File: src/rtl/chan_cmd_pkg.sv
// Shared definitions for the channel command sequencer.
// Assumes an 8-bit command byte whose bit positions are fixed by the
// host software, and a processing order that equals the step index order.
package chan_cmd_pkg;

    localparam int CMD_W     = 8;
    localparam int NUM_STEPS = 7;
    localparam int STEP_W    = $clog2(NUM_STEPS);

    // Command byte bit positions (host visible, fixed)
    localparam int BIT_RSVD  = 7;
    localparam int BIT_CLR   = 6;
    localparam int BIT_INIT  = 5;
    localparam int BIT_RST   = 4;
    localparam int BIT_TXON  = 3;
    localparam int BIT_TXOFF = 2;
    localparam int BIT_RXON  = 1;
    localparam int BIT_RXOFF = 0;

    // Step index equals processing rank: lower index runs first
    typedef enum logic [STEP_W-1:0] {
        ST_CLR   = 3'd0,
        ST_INIT  = 3'd1,
        ST_RXON  = 3'd2,
        ST_RXOFF = 3'd3,
        ST_TXON  = 3'd4,
        ST_TXOFF = 3'd5,
        ST_RST   = 3'd6
    } step_e;

    typedef logic [NUM_STEPS-1:0] step_mask_t;

    // Turn a written byte into the set of steps it requests
    function automatic step_mask_t decode_cmd(input logic [CMD_W-1:0] c);
        step_mask_t m;
        m = '0;
        if (c[BIT_RSVD]) begin
            m = '0;
        end else if (c[BIT_RST]) begin
            m[int'(ST_RST)] = 1'b1;
        end else begin
            m[int'(ST_CLR)]   = c[BIT_CLR];
            m[int'(ST_INIT)]  = c[BIT_INIT];
            m[int'(ST_RXON)]  = c[BIT_RXON];
            m[int'(ST_RXOFF)] = c[BIT_RXOFF];
            m[int'(ST_TXON)]  = c[BIT_TXON];
            m[int'(ST_TXOFF)] = c[BIT_TXOFF];
        end
        return m;
    endfunction

endpackage

File: src/rtl/cmd_host_port.sv
// Host side of the command register: holds the written byte, accepts a
// write only when the register reads zero, self-clears once the sequencer
// has gone idle, keeps the two sticky error flags and muxes the read data.
// Assumes seq_idle is high only when no step is pending or in flight.
module cmd_host_port
    import chan_cmd_pkg::*;
(
    input  logic             clk,
    input  logic             rst_n,
    input  logic             wr_en,
    input  logic [CMD_W-1:0] wr_data,
    input  logic             rd_sel,
    input  logic             seq_idle,
    input  logic             tmo_set,
    input  logic             flags_clr,
    output logic [CMD_W-1:0] rd_data,
    output logic [CMD_W-1:0] cmd_q,
    output logic             accept,
    output logic             busy_err,
    output logic             tmo_err
);

    localparam int STAT_BUSY = 0;
    localparam int STAT_TMO  = 1;

    logic reg_zero;

    // Write is taken only when no earlier command is outstanding
    always_comb begin
        reg_zero = (cmd_q == '0);
        accept   = wr_en && reg_zero;
    end

    // Command register: load on accept, return to zero when work is done
    always_ff @(posedge clk) begin
        if (!rst_n) begin
            cmd_q <= '0;
        end else if (accept) begin
            cmd_q <= wr_data;
        end else if (!reg_zero && seq_idle) begin
            cmd_q <= '0;
        end
    end

    // Sticky flag for writes dropped while busy; setting beats clearing
    always_ff @(posedge clk) begin
        if (!rst_n) begin
            busy_err <= 1'b0;
        end else if (wr_en && !reg_zero) begin
            busy_err <= 1'b1;
        end else if (flags_clr) begin
            busy_err <= 1'b0;
        end
    end

    // Sticky flag for abandoned steps; setting beats clearing
    always_ff @(posedge clk) begin
        if (!rst_n) begin
            tmo_err <= 1'b0;
        end else if (tmo_set) begin
            tmo_err <= 1'b1;
        end else if (flags_clr) begin
            tmo_err <= 1'b0;
        end
    end

    // Read mux between the command register and the status byte
    always_comb begin
        rd_data = '0;
        if (rd_sel) begin
            rd_data[STAT_BUSY] = busy_err;
            rd_data[STAT_TMO]  = tmo_err;
        end else begin
            rd_data = cmd_q;
        end
    end

endmodule

File: src/rtl/cmd_step_queue.sv
// Pending-step set and fixed-priority picker. A load replaces the set with
// the decoded command; a retire removes the step just finished.
// Assumes load and retire are never high in the same cycle.
module cmd_step_queue
    import chan_cmd_pkg::*;
(
    input  logic             clk,
    input  logic             rst_n,
    input  logic             load,
    input  logic [CMD_W-1:0] load_cmd,
    input  logic             retire,
    input  step_e            retire_step,
    output logic             pending_any,
    output step_e            next_step
);

    step_mask_t pending;

    // Pending set: loaded from a new command, trimmed as steps finish
    always_ff @(posedge clk) begin
        if (!rst_n) begin
            pending <= '0;
        end else if (load) begin
            pending <= decode_cmd(load_cmd);
        end else if (retire) begin
            pending[retire_step] <= 1'b0;
        end
    end

    // Lowest pending index is the next step in processing order
    always_comb begin
        logic found;
        found     = 1'b0;
        next_step = ST_CLR;
        for (int i = 0; i < NUM_STEPS; i++) begin
            if (pending[i] && !found) begin
                next_step = step_e'(i);
                found     = 1'b1;
            end
        end
        pending_any = |pending;
    end

endmodule

File: src/rtl/cmd_step_engine.sv
// Issues one step at a time: a one-cycle request, then a wait for the
// channel acknowledge, bounded by a timeout counter. The acknowledge is
// accepted in any cycle of the wait, including the request cycle.
// Assumes TIMEOUT_CYC is at least 1.
module cmd_step_engine
    import chan_cmd_pkg::*;
#(
    parameter int TIMEOUT_CYC = 1024
)(
    input  logic                 clk,
    input  logic                 rst_n,
    input  logic                 pending_any,
    input  step_e                next_step,
    input  logic                 chan_ack,
    output logic [NUM_STEPS-1:0] req_vec,
    output step_e                cur_step,
    output logic                 engine_idle,
    output logic                 step_done,
    output logic                 step_tmo
);

    localparam int CNT_W = $clog2(TIMEOUT_CYC + 1);
    localparam logic [CNT_W-1:0] CNT_LAST = CNT_W'(TIMEOUT_CYC - 1);

    typedef enum logic {ENG_IDLE, ENG_WAIT} eng_state_e;

    eng_state_e       state;
    logic             req_q;
    logic [CNT_W-1:0] wait_cnt;

    // Completion and abandonment of the step in flight
    always_comb begin
        engine_idle = (state == ENG_IDLE);
        step_done   = (state == ENG_WAIT) && chan_ack;
        step_tmo    = (state == ENG_WAIT) && !chan_ack && (wait_cnt == CNT_LAST);
    end

    // Step state machine with request pulse and wait counter
    always_ff @(posedge clk) begin
        if (!rst_n) begin
            state    <= ENG_IDLE;
            req_q    <= 1'b0;
            cur_step <= ST_CLR;
            wait_cnt <= '0;
        end else begin
            case (state)
                ENG_IDLE: begin
                    req_q <= 1'b0;
                    if (pending_any) begin
                        cur_step <= next_step;
                        req_q    <= 1'b1;
                        wait_cnt <= '0;
                        state    <= ENG_WAIT;
                    end
                end
                default: begin
                    req_q <= 1'b0;
                    if (step_done || step_tmo) begin
                        state <= ENG_IDLE;
                    end else begin
                        wait_cnt <= wait_cnt + 1'b1;
                    end
                end
            endcase
        end
    end

    // One request line per step, high only in the issue cycle
    for (genvar g = 0; g < NUM_STEPS; g++) begin : g_req
        assign req_vec[g] = req_q && (int'(cur_step) == g);
    end

endmodule

File: src/rtl/cmd_enable_hold.sv
// Held transmitter and receiver enable levels. They move only when a step
// that owns them is acknowledged; abandoned steps leave them alone.
// Assumes step_done is a single-cycle strobe qualified by cur_step.
module cmd_enable_hold
    import chan_cmd_pkg::*;
(
    input  logic  clk,
    input  logic  rst_n,
    input  logic  step_done,
    input  step_e cur_step,
    output logic  tx_en,
    output logic  rx_en
);

    // Update the levels on acknowledged enable, disable, clear or reset
    always_ff @(posedge clk) begin
        if (!rst_n) begin
            tx_en <= 1'b0;
            rx_en <= 1'b0;
        end else if (step_done) begin
            case (cur_step)
                ST_CLR, ST_RST: begin
                    tx_en <= 1'b0;
                    rx_en <= 1'b0;
                end
                ST_RXON:  rx_en <= 1'b1;
                ST_RXOFF: rx_en <= 1'b0;
                ST_TXON:  tx_en <= 1'b1;
                ST_TXOFF: tx_en <= 1'b0;
                default: ;
            endcase
        end
    end

endmodule

File: src/rtl/chan_cmd_seq.sv
// Top of the channel command sequencer: host register, pending-step set,
// step engine and held enables. Request outputs are decoded from the
// engine's one-hot request vector; the clear step fans out to three lines.
// Assumes chan_ack is synchronous to clk.
module chan_cmd_seq
    import chan_cmd_pkg::*;
#(
    parameter int TIMEOUT_CYC = 1024
)(
    input  logic             clk,
    input  logic             rst_n,
    input  logic             wr_en,
    input  logic [CMD_W-1:0] wr_data,
    input  logic             rd_sel,
    output logic [CMD_W-1:0] rd_data,
    input  logic             chan_ack,
    output logic             req_fifo_clr,
    output logic             req_stat_clr,
    output logic             req_dma_clr,
    output logic             req_init,
    output logic             req_rst_all,
    output logic             req_rx_on,
    output logic             req_rx_off,
    output logic             req_tx_on,
    output logic             req_tx_off,
    output logic             tx_en,
    output logic             rx_en
);

    logic [CMD_W-1:0]     cmd_q;
    logic                 accept;
    logic                 busy_err;
    logic                 tmo_err;
    logic                 pending_any;
    step_e                next_step;
    step_e                cur_step;
    logic [NUM_STEPS-1:0] req_vec;
    logic                 engine_idle;
    logic                 step_done;
    logic                 step_tmo;
    logic                 seq_idle;
    logic                 flags_clr;

    // Sequencer idle and reset-all flag clearing
    always_comb begin
        seq_idle  = engine_idle && !pending_any;
        flags_clr = step_done && (cur_step == ST_RST);
    end

    cmd_host_port u_host (
        .clk       (clk),
        .rst_n     (rst_n),
        .wr_en     (wr_en),
        .wr_data   (wr_data),
        .rd_sel    (rd_sel),
        .seq_idle  (seq_idle),
        .tmo_set   (step_tmo),
        .flags_clr (flags_clr),
        .rd_data   (rd_data),
        .cmd_q     (cmd_q),
        .accept    (accept),
        .busy_err  (busy_err),
        .tmo_err   (tmo_err)
    );

    cmd_step_queue u_queue (
        .clk         (clk),
        .rst_n       (rst_n),
        .load        (accept),
        .load_cmd    (wr_data),
        .retire      (step_done || step_tmo),
        .retire_step (cur_step),
        .pending_any (pending_any),
        .next_step   (next_step)
    );

    cmd_step_engine #(
        .TIMEOUT_CYC (TIMEOUT_CYC)
    ) u_engine (
        .clk         (clk),
        .rst_n       (rst_n),
        .pending_any (pending_any),
        .next_step   (next_step),
        .chan_ack    (chan_ack),
        .req_vec     (req_vec),
        .cur_step    (cur_step),
        .engine_idle (engine_idle),
        .step_done   (step_done),
        .step_tmo    (step_tmo)
    );

    cmd_enable_hold u_hold (
        .clk       (clk),
        .rst_n     (rst_n),
        .step_done (step_done),
        .cur_step  (cur_step),
        .tx_en     (tx_en),
        .rx_en     (rx_en)
    );

    // Map the request vector onto the channel-facing lines
    always_comb begin
        req_fifo_clr = req_vec[int'(ST_CLR)];
        req_stat_clr = req_vec[int'(ST_CLR)];
        req_dma_clr  = req_vec[int'(ST_CLR)];
        req_init     = req_vec[int'(ST_INIT)];
        req_rst_all  = req_vec[int'(ST_RST)];
        req_rx_on    = req_vec[int'(ST_RXON)];
        req_rx_off   = req_vec[int'(ST_RXOFF)];
        req_tx_on    = req_vec[int'(ST_TXON)];
        req_tx_off   = req_vec[int'(ST_TXOFF)];
    end

endmodule

File: config.mk
export PLATFORM = sky130hd
export DESIGN_NAME = chan_cmd_seq
export DESIGN_NICKNAME = d
export VERILOG_FILES = /design/src/rtl/chan_cmd_pkg.sv /design/src/rtl/cmd_host_port.sv /design/src/rtl/cmd_step_queue.sv /design/src/rtl/cmd_step_engine.sv /design/src/rtl/cmd_enable_hold.sv /design/src/rtl/chan_cmd_seq.sv
export SDC_FILE = /design/constraint.sdc
export NUM_CORES = 1
export LEC_CHECK = 0
export BUFFER_PORTS_ARGS = -buffer_cell sky130_fd_sc_hd__buf_2
export CORE_UTILIZATION = 30
export CTS_CLUSTER_DIAMETER = 100
export DETAILED_ROUTE_END_ITERATION = 7
export SETUP_SLACK_MARGIN = 0.1
export SLEW_MARGIN = 25
export SYNTH_ARGS = -nofsm -noshare
export SYNTH_HDL_FRONTEND = slang
export SYNTH_SLANG_ARGS = --single-unit
File: constraint.sdc
create_clock -name clk -period 4.6 [get_ports clk]
set_input_delay 1.15 -clock clk [delete_from_list [all_inputs] [get_ports clk]]
set_output_delay 1.15 -clock clk [all_outputs]
set_load 0.01 [all_outputs]
After elaboration in Yosys (flattened, before gate mapping)
Index checks and enable logic that the tools add are counted.
{"block": "totals", "register_bits": 35, "inputBits": 13, "output_inout_bits": 19, "wordCells": 114}
{"block": "classes", "add_sub_neg": 1, "order_cmp": 2, "eq_ne": 13, "n_mux": 34, "bitwise_logic": 4, "reduce_logical": 50}
{"operator": "11-bit 2-to-1 mux", "count": 3}
{"operator": "1-bit logical AND", "count": 22}
{"operator": "3-bit == test, second input constant", "count": 7}
{"operator": "7-bit 2-to-1 mux", "count": 3}
{"operator": "8-bit 2-to-1 mux", "count": 2}
{"operator": "1-bit 2-to-1 mux", "count": 15}
{"operator": "2-bit nonzero test", "count": 7}
{"operator": "3-bit by 2-bit == test with 1-bit output, second input constant", "count": 4}
{"operator": "6-bit 2-to-1 mux", "count": 2}
{"operator": "11-bit by 1-bit adder with 11-bit output, second input constant", "count": 1}
{"operator": "11-bit by 10-bit == test with 1-bit output, second input constant", "count": 1}
{"operator": "1-bit zero test", "count": 9}
{"operator": "3-bit 2-to-1 mux", "count": 3}
{"operator": "8-bit zero test", "count": 1}
{"operator": "2-bit AND reduction", "count": 4}
{"operator": "7-bit AND", "count": 1}
{"operator": "7-bit inverter", "count": 1}
{"operator": "7-bit OR reduction", "count": 1}
{"operator": "3-bit zero test", "count": 2}
{"operator": "2-bit 2-to-1 mux", "count": 3}
{"operator": "3-bit OR reduction", "count": 2}
{"operator": "3-bit by 4-bit < comparator with 1-bit output, second input constant", "count": 1}
{"operator": "1-bit one-hot mux with 2 select lines", "count": 2}
{"operator": "1-bit demux with 3-bit select", "count": 1}
{"operator": "other kinds (5)", "count": 6}

Longest topological paths before layout
Gate-level depths: netlist of run 1.
{"block": "logic_depth", "ltp_word": 19, "mapped_depth": 6}

By module
From an unflattened synthesis of run 1, not the netlist that was laid out.
{"block": "unflattened", "hier_cells": 196, "hier_area_um2": 1800.5}
{"module": "cmd_step_engine", "n_inst": 1, "cells_each": 97, "area_each_um2": 854.6, "seq_area_each_um2": 320.3}
{"module": "cmd_host_port", "n_inst": 1, "cells_each": 38, "area_each_um2": 419.2, "seq_area_each_um2": 200.2}
{"module": "cmd_step_queue", "n_inst": 1, "cells_each": 41, "area_each_um2": 364.1, "seq_area_each_um2": 140.1}
{"module": "cmd_enable_hold", "n_inst": 1, "cells_each": 15, "area_each_um2": 125.1, "seq_area_each_um2": 40.0}
{"module": "chan_cmd_seq", "n_inst": 1, "cells_each": 5, "area_each_um2": 37.5, "seq_area_each_um2": 0.0}

Worst setup path after synthesis of run 1
No wires, ideal clock.
{"block": "synth_timing", "path_type": "input-to-output", "startpoint": "input rd_sel", "endpoint": "output rd_data[0]", "t_arrival_ps": 1485, "required_ps": 3450, "setup_slack_ps": 1965, "path_stages": 1, "n_path_buf": 0, "cell_sequence": "mux2_2"}
{"block": "synth_between", "elab_chain_len": 1}
{"item": "start, declared", "line_no": "chan_cmd_seq.sv:14", "rtl": "input logic rd_sel,"}
{"item": "2-bit 2-to-1 mux", "line_no": "cmd_host_port.sv:70", "rtl": "if (rd_sel) begin"}
{"item": "end, declared", "line_no": "chan_cmd_seq.sv:15", "rtl": "output logic [CMD_W-1:0] rd_data,"}
No other way between the ends.

Worst setup path in the final report of run 1
{"block": "layout_timing", "startpoint": "input rd_sel", "endpoint": "output rd_data[1]"}
The elaborated chain is that of the path after synthesis.

==> results of run 1 <==
[cell families (layout without fill, tap and decap cells)]
| logic type | after synthesis | count (layout) |
|---|---|---|
| mux | 4 | 4 |
| buf+inv | 24 | 47 |
| compound gates | 55 | 55 |
| fa+ha+maj | 1 | 1 |
| flops | 35 | 35 |
| simple gates | 99 | 99 |
[area by class of cell]
cell class	count	area (sq um)
Timing Repair Buffer	31	155
Inverter	8	30.0
Multi-Input combinational cell	159	1010
Sequential cell	35	701
Tap cell	75	93.8
Fill cell	647	3800
Clock buffer	8	100
[where the power goes]
| part | leakage, nW | switching [mW] | internal, mW |
|---|---|---|---|
| clock | 0.0515 | 0.108 | 0.137 |
| sequential | 0.284 | 0.0358 | 0.325 |
| combinational | 0.488 | 0.0902 | 0.0578 |
| total | 0.823 | 0.234 | 0.519 |
[flip-flops by register name (all words and copies together) (netlist names)]
register and flops:
u_engine.wait_cnt 11, u_engine.cur_step 3, u_host.busy_err 1, u_host.cmd_q 8, u_queue.pending 7, u_engine.state 1, u_engine.req_q 1, u_hold.tx_en 1
u_hold.rx_en 1, u_host.tmo_err 1
[critical path: stages]
cell and delay (ps):
buf_2 160, mux2_2 350, buf_2 140
[how the worst min path moves through the flow]
| stage | startpoint | end | slack, ps | depth (start not counted) |
|---|---|---|---|---|
| floorplan | u_host.busy_err | u_host.busy_err | 450 | 2 |
| CTS | u_hold.tx_en | u_hold.tx_en | 480 | 2 |
| global route | u_hold.tx_en | u_hold.tx_en | 510 | 2 |
| global placement | u_hold.rx_en | u_hold.rx_en | 460 | 2 |
| finish | u_hold.tx_en | u_hold.tx_en | 480 | 2 |
| detailed placement | u_host.busy_err | u_host.busy_err | 470 | 2 |
[layout by cell type, fill, tap and decap left out, types with 7 or more instances in the layout]
master    synthesis  final
dfxtp_1          35     35
buf_2             1     31
nor2_1           27     27
a21oi_1          15     15
nand2_1          11     11
nor2b_1          10     10
nand3_1          10     10
inv_1             8      8
a22oi_1           8      8
and3_1            7      7
clkbuf_8          0      7
[per-layer routing]
layer	wire, um	vias to the layer above	track usage [%]
li1	-	850	-
met1	2200	785	21.8
met2	1820	30	20.1
met3	214	2	3.54
met4	25	0	4.29
met5	0	-	0
==> flow_summary.json, run 1 <==
{
  "outcome": "completed",
  "grt_overflow_total": 0,
  "cts_buffer_depth": 2,
  "cp_max_fo": 8,
  "num_rows": 28,
  "detail-route-antenna-nets": 0,
  "synth.most_common_cell": "dfxtp_1",
  "cts.sinks": 35,
  "cts_resized": 0,
  "drt_pass1_iterations": 4,
  "htreeDepth": 2,
  "synth.top_cells.by_count": "35 x dfxtp_1, 27 x nor2_1, 15 x a21oi_1",
  "avgSynthCellArea_sq_um": 8.37,
  "rr_startpoint": "u_engine.state",
  "cts_tree": "yes",
  "drive_gt1_share_pct": 18.7,
  "synthAdderAreaFrac_pct": 0.685,
  "dp_worst_setup_slack_ps": 1640,
  "setup_viol": 0,
  "post-route-drc-count": 0,
  "cts-root-buf": "clkbuf_8",
  "drt_first_iter_violations": 111,
  "synth-edff-count": 0,
  "post_cts_buffers": 0,
  "yosys.cell_types.count": 45,
  "fin_skew_ps": 7.44,
  "critPathKind": "input pin to output pin",
  "synth_top_family_by_area": "simple AND/OR/NAND/NOR gates",
  "core-area_sq_um": 5890,
  "synth_fp_nets": 232,
  "syn-cell-area_sq_um": 1830,
  "via_per_inst": 5.28,
  "cap_viol_max_count": 0,
  "yosys.area_share.simple_pct": 30.0,
  "required_ps": 3450,
  "wl_per_cell_um": 13.5,
  "fin_nets": 254,
  "hold_buffers": 0,
  "hold_path.class": "flop to flop",
  "instances_no_fill": 316,
  "grt_max_degree": 23,
  "period_minus_slack_ps": 2950,
  "ys_seq_area_share_pct": 38.4,
  "power_density_nw_per_um2": 361,
  "peakVddDrop_v": 0.000113,
  "finalCritPeriodShare_pct": 64.1,
  "synth_mux_area_share_pct": 2.33,
  "critPathLaunchType": "input pin",
  "setup_slack_ps": 1650,
  "async_flop_share_pct": 0,
  "initial_utilization_pct": 31.0,
  "placedInstanceArea_sq_um": 1990,
  "finalMaxSlewViolations": 0,
  "reg2reg_to": "u_engine.wait_cnt[4]",
  "antenna_found_initial": 0,
  "grt_first_pass_wirelength_um": 7350,
  "hold_viol": 0,
  "worstSetupStartpoint": "rd_sel",
  "relSlewSlack_pct": 46.9,
  "wl_um": 4260,
  "synth_xor_xnor_area_share_pct": 0,
  "synth_top_area_share_pct": 38.4,
  "whs_ps": 476,
  "ys.flop_type": "dfxtp_1",
  "worstPathArrival_ps": 1800,
  "clk_latency_ps": 280,
  "ios": 32,
  "place.gp.congestion": 0.820,
  "finalSetupTns_ps": 0,
  "stdcell_area_sq_um": 2090,
  "portBuffers": 31,
  "diodes": 0,
  "die_x_um": 80.0,
  "crit_path_end": "rd_data[1]",
  "die-area_sq_um": 6400,
  "post-route-util_pct": 35.5,
  "rsz0062_at_grt": "no",
  "ys_ff_latch": 35,
  "yosysTopAreaCell": "dfxtp_1",
  "grtUsageTotal_pct": 14.6,
  "synth.area.top_cells": "dfxtp_1 38%, nor2_1 5.6%, a21oi_1 4.1%",
  "syn2layout_area_growth_pct": 14.3,
  "cts_buffers": 5,
  "leakage_nw": 0.823,
  "worstMarginPinSlew_ps": 795,
  "dr_total_vias": 1667,
  "dp_cells": 308,
  "worstSetupEndpointType": "output pin",
  "synth_compound_area_share_pct": 22.2,
  "r2r_cells": 3,
  "yosysWarnings": 0,
  "finalPower_uw": 753,
  "fmax_mhz": 339,
  "die_y_um": 80.0,
  "synthCells": 218,
  "first_global_vias": 1453,
  "r2r_slack_ps": 2650,
  "dp_hpwl_um": 3040,
  "cts.reportedPaths.clkPinSlew_ps": 70
}
No activity file was read; power rests on OpenSTA's default activity.
==> run 2, diff against run 1 <==
Settings changed: ABC_AREA set to 1.
Clock period 4.6 ns to 2.4 ns, I/O delays scaled along.
==> run 2 against run 1 <==
Against the previous run:
- global-route usage down 0.15 points
- die area is 20% higher
- final area is 20% higher
- largest power group unchanged
==> flow_summary.json, run 2 <==
{
  "seq_area_sq_um": 701,
  "core-area_sq_um": 6940,
  "worstSetupEndpointType": "output pin",
  "post-route-util_pct": 36.1,
  "reg.largest.list": "u_engine.wait_cnt: 11 flops, u_host.cmd_q: 8 flops, u_queue.pending: 7 flops",
  "critPathKind": "flop to output pin",
  "yosysTopAreaCell": "dfxtp_1",
  "path_depth": 5,
  "grt_busiest_layer": "met2",
  "drive_gt1_share_pct": 18.8,
  "finalMaxSlewViolations": 0,
  "finalCritPeriodShare_pct": 88.8,
  "async_flop_share_pct": 0,
  "setup_slack_ps": 270,
  "critPathLaunchType": "flop",
  "fin_nets": 380,
  "finalPower_mw": 2.14,
  "yosys.cell_types.count": 31,
  "worstPathArrival_ps": 1530,
  "grt_max_degree": 28,
  "syn-cell-area_sq_um": 2190,
  "grtUsageTotal_pct": 14.4,
  "grt_first_pass_wirelength_um": 8580,
  "crit_slowest_cell": "dfxtp_1",
  "num_rows": 30,
  "grt_use_met1_pct": 19.3,
  "period_minus_slack_ps": 2130,
  "fmax_mhz": 469,
  "multi_input_area_sq_um": 1220,
  "post_cts_buffers": 0,
  "cts_buffers": 5,
  "final_cell_mix": "89 x nand2_1, 41 x nor2_1",
  "leakage_nw": 1.07,
  "synth.area.top_cells": "dfxtp_1 32%, nand2_1 15%, a21oi_1 8.0%",
  "detail-route-antenna-nets": 0,
  "clk_latency_ps": 290,
  "hold_viol": 0,
  "htreeDepth": 2,
  "cp_top_family": "flip-flops",
  "cts_tree": "yes",
  "cts-root-buf": "clkbuf_8",
  "whs_ps": 460,
  "first_global_vias": 1837,
  "wl_per_cell_um": 11.4,
  "ys_seq_area_share_pct": 32.0,
  "cts_buffer_depth": 2,
  "cp_max_fo": 9,
  "syn2layout_area_growth_pct": 14.3,
  "peakVddDrop_v": 0.000310,
  "dp_worst_setup_slack_ps": 562,
  "wl_um": 5260,
  "largest_register_ffs": 11,
  "drt_first_iter_violations": 87,
  "use_met3_pct": 2.56,
  "cp_slowest_stage_delay_ps": 470,
  "fin_skew_ps": 4.49,
  "die_x_um": 87.5,
  "synth_top_area_share_pct": 32.0,
  "synth.top_cells.by_count": "89 x nand2_1, 41 x nor2_1",
  "final_common_cell": "nand2_1",
  "ys.flop_type": "dfxtp_1",
  "synth_fp_nets": 357,
  "outcome": "completed",
  "setup_viol": 0,
  "ios": 32,
  "drt_pass1_iterations": 4,
  "place.gp.congestion": 0.877,
  "portBuffers": 31,
  "synth-edff-count": 0,
  "worstMarginPinSlew_ps": 499,
  "avgSynthCellArea_sq_um": 6.39,
  "r2r_cells": 9,
  "relSlewSlack_pct": 66.7,
  "placedInstanceArea_sq_um": 2370,
  "max_flop_register": "u_engine.wait_cnt",
  "power_density_nw_per_um2": 854,
  "ys_ff_latch": 35,
  "stdcell_area_sq_um": 2500,
  "cp_num_buf_inv": 3,
  "hold_path.class": "flop to flop",
  "crit_path_cell_trace": "inv_1 > nor3_1 > inv_1 > nor2_1 > buf_2",
  "cts.sinks": 35,
  "worstHoldPathCells": 2,
  "rsz0062_at_grt": "no",
  "cts_resized": 0,
  "required_ps": 1800,
  "post-route-drc-count": 0,
  "synthCells": 343,
  "cpMostUsedCell": "inv_1",
  "cap_viol_max_count": 0,
  "synth.most_common_cell": "nand2_1",
  "die-area_sq_um": 7650,
  "hold_buffers": 0,
  "die_y_um": 87.5,
  "yosysWarnings": 0,
  "grt_overflow_total": 0,
  "fillers": 768,
  "antenna_found_initial": 0,
  "cts.reportedPaths.clkPinSlew_ps": 80,
  "via_per_inst": 4.63,
  "dr_total_vias": 2145,
  "instances_no_fill": 463,
  "dp_cells": 455,
  "met2_usage_pct": 23.0,
  "diodes": 0,
  "initial_utilization_pct": 31.6,
  "finalSetupTns_ps": 0,
  "dp_hpwl_um": 3800
}
run 2: changes by cell type after synthesis, sizes merged, moves of 4 or more:
| cell | delta |
|---|---|
| nand2 | +86 |
| inv | +31 |
| nand3 | +30 |
| nor2 | +23 |
| a21oi | +20 |
| nor2b | -10 |
| a22oi | -8 |
| and3 | -7 |
| a32o | -6 |
| buf | +5 |
| clkbuf | -5 |
| nand2b | -5 |
| nand4 | +4 |
| or4 | -4 |
run 2: kinds of logic after synthesis:
family          synth area share (%)
fa+ha+maj                      0.571
compound gates                  10.4
simple gates                    43.8
flops                           32.0
buf+inv                         12.2
mux                             1.03
run 2: path summary, 6_finish.rpt:
path / start / to / slack, ps
setup / recovery: u_engine.cur_step[2] / req_rst_all / 270
hold / removal: u_hold.rx_en / u_hold.rx_en / 460
setup reg to reg: u_engine.wait_cnt[0] / u_engine.wait_cnt[7] / 690
hold reg to reg: u_hold.rx_en / u_hold.rx_en / 460
run 2: power by group:
group / internal (mW) / switching (mW) / leakage [nW]
sequential: 0.666 / 0.0954 / 0.284
combinational: 0.222 / 0.505 / 0.719
clock: 0.415 / 0.237 / 0.0644
run 2: final cells by class:
cell class              count  area share [%]
multi-input cells         250            48.9
clock buffers               5            2.75
well taps                  96            4.80
repair buffers             32            6.49
flip-flops and latches     35            28.0
clock inverters             3            2.70
inverters                  42            6.44
run 2: metal layers:
layer,wire (um),vias up
li1,-,1145
met1,2590,953
met2,2380,38
met3,201,9
met4,87,0
met5,0,-
run 2: worst min-delay path, stage by stage (launching register included):
cell and delay, ps:
dfxtp_1 310, nand2_1 60, a21oi_1 50
==> run 3, diff against run 2 <==
Settings changed: CELL_PAD_IN_SITES_DETAIL_PLACEMENT set to 0, CELL_PAD_IN_SITES_GLOBAL_PLACEMENT set to 1, PLACE_DENSITY_LB_ADDON set to 0.1.
==> run 3 against run 2 <==
Against the previous run:
- total power shrank 9.4%
- hold slack better by 1.4 ps
- combinational power increased by 5.5%
- non-clock buffer count rose by 1
- wire length grew 7.0%
- sequential power down 1%
- die area stayed put
- register-to-register slack better by 20 ps
- setup slack gained 92 ps
- clock skew rose by 1.1 ps
- critical endpoint unchanged
- largest power group is now combinational logic
==> flow_summary.json, run 3 (same netlist as run 2, synthesis figures left out) <==
{
  "max_flop_register": "u_engine.wait_cnt",
  "final_cell_mix": "89 x nand2_1, 41 x nor2_1",
  "portBuffers": 31,
  "worstPathArrival_ps": 1440,
  "critPathKind": "flop to output pin",
  "cts_tree": "yes",
  "drive_gt1_share_pct": 18.8,
  "via_per_inst": 4.69,
  "reg2reg_to": "u_engine.wait_cnt[7]",
  "setup_viol": 0,
  "critPathLaunchType": "flop",
  "min_from": "u_hold.rx_en",
  "dr_total_vias": 2177,
  "dp_worst_setup_slack_ps": 555,
  "cts.sinks": 35,
  "worstSetupEndpointType": "output pin",
  "rsz0062_at_grt": "no",
  "leakage_nw": 1.05,
  "core-area_sq_um": 6940,
  "post-route-drc-count": 0,
  "cp_slowest_stage_delay_ps": 480,
  "cp_num_buf_inv": 3,
  "fin_nets": 381,
  "setup_slack_ps": 361,
  "period_minus_slack_ps": 2040,
  "diodes": 0,
  "die_x_um": 87.5,
  "cp_max_fo": 9,
  "grtUsageTotal_pct": 16.4,
  "detail-route-antenna-nets": 0,
  "largest_register_ffs": 11,
  "r2r_cells": 9,
  "drt_first_iter_violations": 40,
  "outcome": "completed",
  "cts.reportedPaths.clkPinSlew_ps": 70,
  "peakVddDrop_v": 0.000306,
  "crit_path_cell_trace": "inv_1 > nor3_2 > inv_1 > nor2_1 > buf_2",
  "cts_buffers": 5,
  "reg.largest.list": "u_engine.wait_cnt: 11 flops, u_host.cmd_q: 8 flops, u_queue.pending: 7 flops",
  "finalMaxSlewViolations": 0,
  "htreeDepth": 2,
  "hold_end": "u_hold.rx_en",
  "worstMarginPinSlew_ps": 326,
  "worstHoldPathCells": 2,
  "relSlewSlack_pct": 78.1,
  "cpMostUsedCell": "inv_1",
  "die_y_um": 87.5,
  "final_common_cell": "nand2_1",
  "power_density_nw_per_um2": 787,
  "wl_um": 5630,
  "initial_utilization_pct": 31.6,
  "num_rows": 30,
  "dp_hpwl_um": 4200,
  "first_global_vias": 2063,
  "hold_buffers": 0,
  "hold_viol": 0,
  "fmax_mhz": 491,
  "grt_max_degree": 25,
  "cp_top_family": "flip-flops",
  "cts-root-buf": "clkbuf_8",
  "ios": 32,
  "seq_area_sq_um": 701,
  "crit_slowest_cell": "dfxtp_1",
  "die-area_sq_um": 7650,
  "finalSetupTns_ps": 0,
  "r2r_slack_ps": 710,
  "clk_latency_ps": 290,
  "fillers": 806,
  "rr_startpoint": "u_engine.wait_cnt[0]",
  "hold_path.class": "flop to flop",
  "drt_pass1_iterations": 4,
  "place.gp.congestion": 0.773,
  "finalCritPeriodShare_pct": 84.9,
  "fin_skew_ps": 5.56,
  "antenna_found_initial": 0,
  "cap_viol_max_count": 0,
  "grt_first_pass_wirelength_um": 9660,
  "wl_per_cell_um": 12.1,
  "grt_overflow_total": 0,
  "multi_input_area_sq_um": 1230,
  "required_ps": 1800,
  "cts_buffer_depth": 2,
  "syn2layout_area_growth_pct": 12.3
}
[run 3: cell count changes in the layout (fill, tap and decap cells not counted)]
cell and change:
clkinv_2 +1, nor3_2 +1, nor3_1 -1, clkbuf_1 +2, buf_4 +1, bufinv_16 -2
clkinvlp_4 -1
[run 3: routing by layer]
metal  global-route usage [%]  vias to the layer above  part of all wire [%]
met1                     19.5                     1005                    48
met2                     29.0                       19                    48
met4                     5.81                        0                   1.4
met5                        0                        -                     0
met3                     3.32                        7                   2.7
li1                         -                     1146                     -
[run 3: worst min-delay path, stage by stage, from the launching register on]
cell     delay (ps)
dfxtp_1         310
nand2_1          60
a21oi_1          50
[run 3: cell type report]
type / count / share of cell area, %
multi-input cells: 250 / 49.9
inverters: 42 / 6.55
repair buffers: 33 / 6.91
clock inverters: 1 / 0.203
clock buffers: 7 / 3.10
well taps: 96 / 4.88
flip-flops and latches: 35 / 28.5
[run 3: worst max-delay path by stage]
| stage | from | to | slack [ps] | depth (start not counted) |
|---|---|---|---|---|
| detailed placement | rd_sel | rd_data[1] | 550 | 3 |
| global route | u_engine.cur_step[2] | req_rst_all | 180 | 5 |
| floorplan | rd_sel | rd_data[0] | 590 | 2 |
| CTS | u_engine.cur_step[2] | req_rst_all | 260 | 5 |
| global placement | rd_sel | rd_data[1] | 570 | 3 |
| finish | u_engine.cur_step[2] | req_rst_all | 360 | 5 |
[run 3: per-stage QoR]
step / instance area [sq um] / utilization (%) / power (mW) / std cells / hold WS, ps
after global placement: 2380 / 34.2 / 1.54 / 456 / 451
after global routing: 2460 / 35.5 / 2.11 / 464 / 506
after floorplan: 2190 / - / 1.39 / 343 / 436
final: 2460 / 35.5 / 1.94 / 464 / 461
after CTS: 2460 / 35.4 / 1.95 / 464 / 464
after detailed placement: 2380 / 34.2 / 1.53 / 456 / 454
[run 3: what timing repair did]
action / in CTS / in global routing
gates resized for setup: 0 / 1
buffers inserted: 0 / 0
endpoints found under the hold margin: 0 / 0
setup endpoints to repair: 0 / 1
[run 3: power by group]
part           switching (mW)  internal, mW  total (mW)
clock                   0.216         0.204       0.420
combinational           0.540         0.227       0.767
sequential             0.0847         0.666       0.751
